### config.mk
export PLATFORM = sky130hd
export DESIGN_NAME = flash_done_poller
export DESIGN_NICKNAME = d
export VERILOG_FILES = /design/src/rtl/fdp_pkg.sv /design/src/rtl/fdp_status_eval.sv /design/src/rtl/fdp_poll_budget.sv /design/src/rtl/flash_done_poller.sv
export SDC_FILE = /design/constraint.sdc
export NUM_CORES = 1
export LEC_CHECK = 0
export BUFFER_PORTS_ARGS = -buffer_cell sky130_fd_sc_hd__buf_4
export CAP_MARGIN = 25
export CORE_UTILIZATION = 45
export CTS_CLUSTER_SIZE = 10
export DETAILED_ROUTE_END_ITERATION = 7
export PLACE_DENSITY_LB_ADDON = 0.25
export SLEW_MARGIN = 20
export SYNTH_ARGS = -nofsm -noshare
export SYNTH_HDL_FRONTEND = slang
export SYNTH_SLANG_ARGS = --single-unit
export TNS_END_PERCENT = 100
### constraint.sdc
create_clock -name clk -period 1.44 [get_ports clk]
set_clock_uncertainty 0.2 [all_clocks]
set_input_delay 0.144 -clock clk [delete_from_list [all_inputs] [get_ports clk]]
set_output_delay 0.144 -clock clk [all_outputs]
set_load 0.01 [all_outputs]
### src/rtl/fdp_pkg.sv
package fdp_pkg;
    typedef enum logic [2:0] {
        ST_IDLE  = 3'd0,
        ST_SEED  = 3'd1,
        ST_POLL  = 3'd2,
        ST_CHK_A = 3'd3,
        ST_CHK_B = 3'd4,
        ST_RESET = 3'd5,
        ST_OK    = 3'd6,
        ST_FAIL  = 3'd7
    } fdp_state_e;
endpackage

### src/rtl/fdp_status_eval.sv
module fdp_status_eval #(
    parameter int DW       = 8,
    parameter int TGL_BIT  = 6,
    parameter int POLL_BIT = 7,
    parameter int FAIL_BIT = 5
) (
    input  logic [DW-1:0] word_i,
    input  logic          prev_tgl_i,
    input  logic          dpoll_i,
    input  logic          target_i,
    output logic          cur_tgl_o,
    output logic          finished_o,
    output logic          fault_o
);
    always_comb begin
        cur_tgl_o = word_i[TGL_BIT];
        fault_o   = word_i[FAIL_BIT];
        if (dpoll_i) begin
            finished_o = (word_i[POLL_BIT] == target_i);
        end else begin
            finished_o = (word_i[TGL_BIT] == prev_tgl_i);
        end
    end
endmodule

### src/rtl/fdp_poll_budget.sv
module fdp_poll_budget #(
    parameter int MAX_POLLS = 64
) (
    input  logic clk,
    input  logic rst_n,
    input  logic clear_i,
    input  logic tick_i,
    output logic last_o
);
    localparam int CW = $clog2(MAX_POLLS + 1);

    logic [CW-1:0] cnt_q;

    always_ff @(posedge clk or negedge rst_n) begin
        if (!rst_n) begin
            cnt_q <= '0;
        end else if (clear_i) begin
            cnt_q <= '0;
        end else if (tick_i) begin
            cnt_q <= cnt_q + CW'(1);
        end
    end

    assign last_o = (cnt_q == CW'(MAX_POLLS - 1));
endmodule

### src/rtl/flash_done_poller.sv
module flash_done_poller #(
    parameter int          DW        = 8,
    parameter int          MAX_POLLS = 64,
    parameter int          TGL_BIT   = 6,
    parameter int          POLL_BIT  = 7,
    parameter int          FAIL_BIT  = 5,
    parameter logic [DW-1:0] RST_CMD = 8'hF0
) (
    input  logic          clk,
    input  logic          rst_n,
    input  logic          start_i,
    input  logic          use_dpoll_i,
    input  logic          erase_i,
    input  logic          exp_bit_i,
    output logic          rd_req_o,
    input  logic          rd_ack_i,
    input  logic [DW-1:0] rd_data_i,
    output logic          wr_req_o,
    input  logic          wr_ack_i,
    output logic [DW-1:0] wr_data_o,
    output logic          done_o,
    output logic          err_o
);
    import fdp_pkg::*;

    fdp_state_e state_q, state_d;
    logic       dpoll_q;
    logic       target_q;
    logic       prev_tgl_q;
    logic       conf_tgl_q;

    logic       cur_tgl;
    logic       finished;
    logic       fault;
    logic       budget_last;
    logic       poll_phase;

    fdp_status_eval #(
        .DW       (DW),
        .TGL_BIT  (TGL_BIT),
        .POLL_BIT (POLL_BIT),
        .FAIL_BIT (FAIL_BIT)
    ) u_eval (
        .word_i     (rd_data_i),
        .prev_tgl_i (prev_tgl_q),
        .dpoll_i    (dpoll_q),
        .target_i   (target_q),
        .cur_tgl_o  (cur_tgl),
        .finished_o (finished),
        .fault_o    (fault)
    );

    assign poll_phase = (state_q == ST_SEED) || (state_q == ST_POLL);

    fdp_poll_budget #(
        .MAX_POLLS (MAX_POLLS)
    ) u_budget (
        .clk     (clk),
        .rst_n   (rst_n),
        .clear_i (state_q == ST_IDLE),
        .tick_i  (rd_ack_i && poll_phase),
        .last_o  (budget_last)
    );

    // State register
    always_ff @(posedge clk or negedge rst_n) begin
        if (!rst_n) begin
            state_q <= ST_IDLE;
        end else begin
            state_q <= state_d;
        end
    end

    // Captured run context and toggle history
    always_ff @(posedge clk or negedge rst_n) begin
        if (!rst_n) begin
            dpoll_q    <= 1'b0;
            target_q   <= 1'b0;
            prev_tgl_q <= 1'b0;
            conf_tgl_q <= 1'b0;
        end else begin
            if (state_q == ST_IDLE && start_i) begin
                dpoll_q  <= use_dpoll_i;
                target_q <= erase_i ? 1'b1 : exp_bit_i;
            end
            if (rd_ack_i && poll_phase) begin
                prev_tgl_q <= cur_tgl;
            end
            if (rd_ack_i && state_q == ST_CHK_A) begin
                conf_tgl_q <= cur_tgl;
            end
        end
    end

    // Next state
    always_comb begin
        state_d = state_q;
        unique case (state_q)
            ST_IDLE: begin
                if (start_i) begin
                    state_d = use_dpoll_i ? ST_POLL : ST_SEED;
                end
            end
            ST_SEED: begin
                if (rd_ack_i) begin
                    state_d = ST_POLL;
                end
            end
            ST_POLL: begin
                if (rd_ack_i) begin
                    if (finished) begin
                        state_d = ST_OK;
                    end else if (fault) begin
                        state_d = ST_CHK_A;
                    end else if (budget_last) begin
                        state_d = ST_RESET;
                    end
                end
            end
            ST_CHK_A: begin
                if (rd_ack_i) begin
                    state_d = ST_CHK_B;
                end
            end
            ST_CHK_B: begin
                if (rd_ack_i) begin
                    state_d = (cur_tgl == conf_tgl_q) ? ST_OK : ST_RESET;
                end
            end
            ST_RESET: begin
                if (wr_ack_i) begin
                    state_d = ST_FAIL;
                end
            end
            ST_OK:   state_d = ST_IDLE;
            ST_FAIL: state_d = ST_IDLE;
            default: state_d = ST_IDLE;
        endcase
    end

    // Outputs
    always_comb begin
        rd_req_o  = 1'b0;
        wr_req_o  = 1'b0;
        wr_data_o = RST_CMD;
        done_o    = 1'b0;
        err_o     = 1'b0;
        unique case (state_q)
            ST_IDLE:  ;
            ST_SEED:  rd_req_o = 1'b1;
            ST_POLL:  rd_req_o = 1'b1;
            ST_CHK_A: rd_req_o = 1'b1;
            ST_CHK_B: rd_req_o = 1'b1;
            ST_RESET: wr_req_o = 1'b1;
            ST_OK:    done_o   = 1'b1;
            ST_FAIL:  err_o    = 1'b1;
            default:  ;
        endcase
    end
endmodule

==> results of run 1 <==
-- what timing repair did --
action / 4_1_cts / 5_1_grt
cloned: 0 / 0
gates resized for setup: 21 / 12
buffers inserted: 6 / 0
endpoints found under the setup margin: 16 / 18
hold buffers: 5 / 0
pin swaps: 11 / 6
endpoints found under the hold margin: 18 / 0
-- cell usage after synthesis, drive strengths merged --
library cell   n  share of area
o41ai          1         0.0095
inv            2         0.0082
o21ai          5          0.027
nand3          2          0.011
dfrtp         14           0.38
nand4          1         0.0068
o311ai         1         0.0095
o22ai          2          0.014
conb           2         0.0082
a21oi          3          0.016
mux2           3          0.037
clkbuf         2         0.0082
nor2          11          0.045
o31ai          1         0.0082
and2           2          0.014
nand3b         1         0.0082
ha             1          0.014
nand2          8          0.033
nor4           3          0.034
mux2i          3          0.033
xnor2          8          0.084
xor2           2          0.019
buf            9          0.071
nand2b         3          0.020
and3           2          0.014
nor3           4          0.033
nor3b          2          0.016
nor2b          1         0.0068
o21ba          1          0.011
-- how the worst max path moves through the flow --
stage,end,startpoint,depth (start not counted)
after floorplan,prev_tgl_q,state_q[0],3
after global placement,prev_tgl_q,state_q[0],3
final,prev_tgl_q,state_q[0],4
after global routing,rd_req_o,state_q[0],5
after detailed placement,state_q[1],u_budget.cnt_q[0],5
after CTS,err_o,state_q[0],4
-- power breakdown --
part	leakage [nW]	total [mW]	switching (mW)	internal [mW]
Sequential	0.179	0.600	0.0850	0.515
Clock	0.0210	0.291	0.137	0.154
Combinational	0.438	1.59	0.779	0.815
-- final cells by class --
cell class / count / area (um^2) / share of cell area
repair buffers: 41 / 343 / 0.240
inverters: 2 / 10.0 / 0.00701
clock buffers: 4 / 36.3 / 0.0254
multi-input cells: 79 / 654 / 0.458
flip-flops and latches: 14 / 353 / 0.247
well taps: 25 / 31.3 / 0.0219
-- layer usage --
metal	wire length (um)	GRT usage	up-vias
li1	-	-	407
met1	961	0.296	406
met2	1120	0.361	27
met3	82	0.0346	3
met4	8	0.0400	0
met5	0	0	-
-- through the flow --
step | util | instance area [um^2] | hold slack [ps] | worst slack [ps] | power (mW)
after floorplan | - | 980 | -352 | -34.4 | 1.35
after global placement | 0.634 | 1150 | -199 | -95.9 | 1.71
after detailed placement | 0.634 | 1150 | -195 | -128 | 1.74
after CTS | 0.751 | 1370 | 16.1 | -194 | 2.35
after global routing | 0.784 | 1430 | 39.0 | -248 | 2.62
final | 0.784 | 1430 | 23.2 | -200 | 2.48
-- sequential cells by signal (all words and copies together), names as in the netlist --
name            flops
target_q            1
conf_tgl_q          1
prev_tgl_q          1
dpoll_q             1
state_q             3
u_budget.cnt_q      7
-- logic make-up (layout without fill, tap and decap cells) --
family	after synthesis	after routing	synth area share
XOR/XNOR	10	10	0.104
adder cells (fa/ha/maj)	1	1	0.0136
multiplexers	6	6	0.0695
flip-flops	14	14	0.381
AO/OA/AOI/OAI	14	14	0.0954
other	2	8	0.00818
AND/OR/NAND/NOR	40	40	0.241
buffers and inverters	13	47	0.0872
-- cell usage in the layout (no fill, tap or decap), types with 3 or more instances in the layout --
cell type	netlist	routed
a21oi_1	3	3
buf_4	8	30
buf_6	0	6
clkbuf_4	0	3
conb_1	2	8
dfrtp_1	14	12
dlygate4sd3_1	0	5
mux2i_1	3	3
nand2_1	8	6
nor2_1	11	8
nor4_4	0	3
o21ai_1	3	4
xnor2_1	7	6
-- worst max-delay path, cell delays in order, from the launching register on --
cell and delay (ps):
dfrtp_2 420, buf_4 160, xnor2_4 350, nor2_4 80, mux2_4 310
==> results.tsv, run 1 <==
stage	metric	value	unit
global_route	grt_pass1_wl	3460	um
floorplan	core_area	1820	um^2
setup_path	r2r_cells	4	
drt	wl_per_cell	13.2	um
global_route	grt_usage	0.215	
setup_path	crit_type	reg -> reg	
setup_path	worstReg2RegEnd	prev_tgl_q	
sta	fin_ws	-200	ps
sta	finalSetupTns	-2020	ps
pwr	leakage	0.638	nW
layout	stdcell_count	165	
placed_design	routabilityCongestion	0.811	
clock_tree	cts_max_path_buffers	2	
logic_synthesis	synth.cell_area	918	um^2
logic_synthesis	netlist_instances	100	
drt	drtPass1Iterations	5	
floorplan	die_x	47.2	um
drt	drc	0	
sta	hold_violations	0	
clock_tree	htreeDepth	1	
logic_synthesis	synthDistinctLibCells	34	
sta	max_freq	0.610	GHz
drt	drtAntennaViolNets	0	
layout	fill_cells	115	
clock_tree	path_clk_slew	90	ps
floorplan	dieArea	2230	um^2
clock_tree	cts_tree	yes	
clock_tree	cts_root_buf	clkbuf_4	
hold_path	holdPathEnd	state_q[1]	
sta	post-route-period-util	1.14	
setup_path	worst_setup_path_end_kind	flip-flop	
layout	syn2layout_area_growth	55.4	%
global_route	grt_pass1_vias	838	
run_status	violations	setup timing	
logic_synthesis	ys_ff_latch	14	
global_route	grt_max_degree	15	
placed_design	numPortBuffers	14	
drt	num_vias	843	
setup_path	start_kind	flip-flop	
clock_tree	numCtsBuffers	3	
sta	post-route-min-period	1640	ps
hold_path	hold_depth	4	
global_route	overflow	0	
pwr	power_density	1740	nW/um^2
hold_path	min_path_type	in -> reg	
drt	viasPerCell	5.11	
setup_path	arrival	1610	ps
clock_tree	cts.sinks	14	
layout	nets	158	
placed_design	dp_hpwl	1410	um
floorplan	fp-row-count	15	
layout	diodes	0	
clock_tree	insertion_delay	280	ps
run	cap_violations	0	
floorplan	start_util	0.504	
floorplan	io_pins	28	
drt	drt_iter0_markers	18	
floorplan	die_y	47.2	um
layout	drive_gt1_frac	0.479	
setup_path	required	1410	ps
setup_path	path_max_fanout	6	
setup_path	r2r_start	state_q[0]	
setup_path	r2r_slack	-200	ps
placed_design	place_inst	150	
sta	grt_setup_unrepaired	yes	
sta	setup_viol	17	
logic_synthesis	seq_area_frac_synth	0.381	
run_status	outcome	finished, violations left	
global_route	antenna_found_initial	0	
hold_path	hp-start	rd_ack_i	
logic_synthesis	avgSynthCellArea	9.18	um^2
sta	slew_viol_final	0	
drt	wirelength	2170	um
logic_synthesis	ys_warn_count	0	
pwr	ir_drop	1170	uV
Power figures use the tool's default switching activity.
==> run 2, diff against run 1 <==
--- a/config.mk
+++ b/config.mk
@@ -11,6 +11,7 @@
 export CTS_CLUSTER_SIZE = 10
 export DETAILED_ROUTE_END_ITERATION = 7
 export PLACE_DENSITY_LB_ADDON = 0.25
+export SKIP_CTS_REPAIR_TIMING = 1
 export SLEW_MARGIN = 20
 export SYNTH_ARGS = -nofsm -noshare
 export SYNTH_HDL_FRONTEND = slang
==> run 2 against run 1 <==
  * The run still ends with setup timing left
  * Clock power increased by 1%
  * Count of clock-buffer cells in the layout unchanged
  * Sequential power increased by 4.5%
  * Worst setup slack got worse by 56 ps
  * Cell count increased by 3.6%
  * Fmax decreased by 3.3%
  * First-iteration DRC count increased by 50%
  * Combinational power increased by 7%
  * Utilization increased by 3.6 points
  * Total power increased by 5.6%
  * Routed wire length increased by 20%
  * Flip-flop and latch count unchanged
==> results.tsv, run 2 (synthesis gave the netlist of run 1 again) <==
stage	metric	value	unit	change
drt	wl_per_cell	15.2	um	+16%
layout	diodes	0		unchanged
drt	drt_iter0_markers	27		+9
drt	drc	0		unchanged
drt	wirelength	2600	um	+20%
layout	max_flop_register	u_budget.cnt_q		
floorplan	fp-row-count	15		unchanged
drt	wl_met3	119	um	+45%
sta	max_freq	0.589	GHz	-3.3%
setup_path	crit_family	flip-flops		
pwr	leakage	0.667	nW	+4.4%
clock_tree	cts_max_path_buffers	2		unchanged
drt	wl_met1	1100	um	+14%
layout	fill_cells	101		-12%
setup_path	critical_path.slowest_cell	dfrtp_2		
placed_design	routabilityCongestion	0.811		unchanged
layout	utilization	0.820		+0.0357
global_route	grt_pass1_wl	2890	um	-16%
clock_tree	path_clk_slew	100	ps	about the same
layout	reg.largest.list	u_budget.cnt_q (7), state_q (3)		
pwr	power	2.62	mW	+5.6%
pwr	ir_drop	1190	uV	+1.6%
drt	highest_layer	met4		
setup_path	arrival	1350	ps	-260 ps
run_status	violations	setup timing		
drt	viasPerCell	5.25		+2.8%
setup_path	path_cells	buf_6 > buf_6 > nor2_4 > xnor2_2 > buf_4		
floorplan	die_x	47.2	um	unchanged
layout	final_cell_mix	33 x buf_4, 12 x dfrtp_1, 8 x nor2_1, 8 x conb_1, 8 x buf_6		
floorplan	dieArea	2230	um^2	unchanged
floorplan	core_area	1820	um^2	unchanged
drt	met2_length	1360	um	+21%
layout	drive_gt1_frac	0.514		+0.0351
run	cap_violations	0		unchanged
global_route	overflow	0		unchanged
placed_design	numPortBuffers	14		unchanged
sta	setup_viol	18		+1
sta	hold_violations	0		unchanged
run_status	outcome	finished, violations left		
global_route	grt_usage	0.183		-0.0327
pwr	power_density	1760	nW/um^2	+1.0%
hold_path	min_path_type	in -> reg		
global_route	grt_max_degree	15		unchanged
drt	drtPass1Iterations	4		-1
drt	num_vias	898		+6.5%
clock_tree	cts_root_buf	clkbuf_4		
clock_tree	insertion_delay	280	ps	about the same
clock_tree	cts_tree	yes		
clock_tree	numCtsBuffers	3		unchanged
setup_path	path_common_cell	buf_6		
floorplan	io_pins	28		unchanged
setup_path	worst_setup_path_end_kind	output pin		
sta	post-route-min-period	1700	ps	+56.4 ps
floorplan	die_y	47.2	um	unchanged
layout	syn2layout_area_growth	62.5	%	
layout	fin_area	1490	um^2	+4.6%
clock_tree	cts.sinks	14		unchanged
setup_path	crit_type	reg -> out		
floorplan	start_util	0.504		unchanged
clock_tree	htreeDepth	1		unchanged
global_route	antenna_found_initial	0		unchanged
placed_design	placed_cell_area	1150	um^2	unchanged
layout	nets	164		+3.8%
setup_path	critPathMaxStageDelay	440	ps	+20 ps
setup_path	crit_buf_inv	3		+2
setup_path	required	1100	ps	-310 ps
setup_path	start_kind	flip-flop		
setup_path	path_max_fanout	4		-2
sta	fin_ws	-257	ps	-56.4 ps
layout	final_common_cell	buf_4		
drt	drtAntennaViolNets	0		unchanged
layout	largest_reg_flops	7		unchanged
sta	grt_setup_unrepaired	yes		
placed_design	dp_hpwl	1410	um	unchanged
placed_design	pre_cts_slack	-128	ps	unchanged
global_route	grt_pass1_vias	682		-19%
sta	post-route-period-util	1.18		+0.0392
sta	slew_viol_final	0		unchanged
==> run 2: changes by cell type in the layout (fill, tap and decap cells not counted), moves of 2 or more <==
cell,change
buf_6,+2
buf_4,+3
xnor2_2,+2
xnor2_1,-2
==> run 2: area by class of cell <==
cell class	instances	area, um^2	area share
Inverter	2	12.5	0.00838
Multi-Input combinational cell	79	667	0.447
Clock buffer	4	36.3	0.0243
Timing Repair Buffer	47	393	0.263
Sequential cell	14	353	0.236
Tap cell	25	31.3	0.0210
==> run 2: final timing paths <==
path | cells after the start | slack [ps] | to | start
setup / recovery | 5 | -260 | rd_req_o | state_q[0]
hold / removal | 4 | 20 | state_q[1] | rd_ack_i
setup reg to reg | 6 | -220 | u_budget.cnt_q[2] | state_q[0]
hold reg to reg | 2 | 310 | target_q | target_q
max in group asynchronous | 2 | 820 | state_q[0] | rst_n
min in group asynchronous | 2 | 40 | conf_tgl_q | rst_n
==> run 2: layer usage <==
metal / vias to the layer above / global-route usage
met5: - / 0
met4: 0 / 0.0229
met3: 6 / 0.0346
met2: 40 / 0.297
met1: 428 / 0.259
li1: 424 / -
==> run 2: where the power goes <==
part | switching (mW) | total (mW) | internal (mW)
logic | 0.814 | 1.70 | 0.887
clock network | 0.142 | 0.295 | 0.154
registers | 0.112 | 0.627 | 0.515
==> run 2: metrics by stage <==
stage / hold WS (ps) / TNS [ps] / cells
2_1_floorplan: -352 / -68.0 / 106
3_3_place_gp: -199 / -444 / 150
3_5_place_dp: -195 / -694 / 150
4_1_cts: -498 / -1470 / 154
5_1_grt: 35.5 / -3460 / 171
6_report: 20.5 / -2610 / 171
==> run 2: worst min-delay path: stages <==
cell	delay, ps
buf_4	120
a21oi_1	70
nand2_1	70
o22ai_1	70
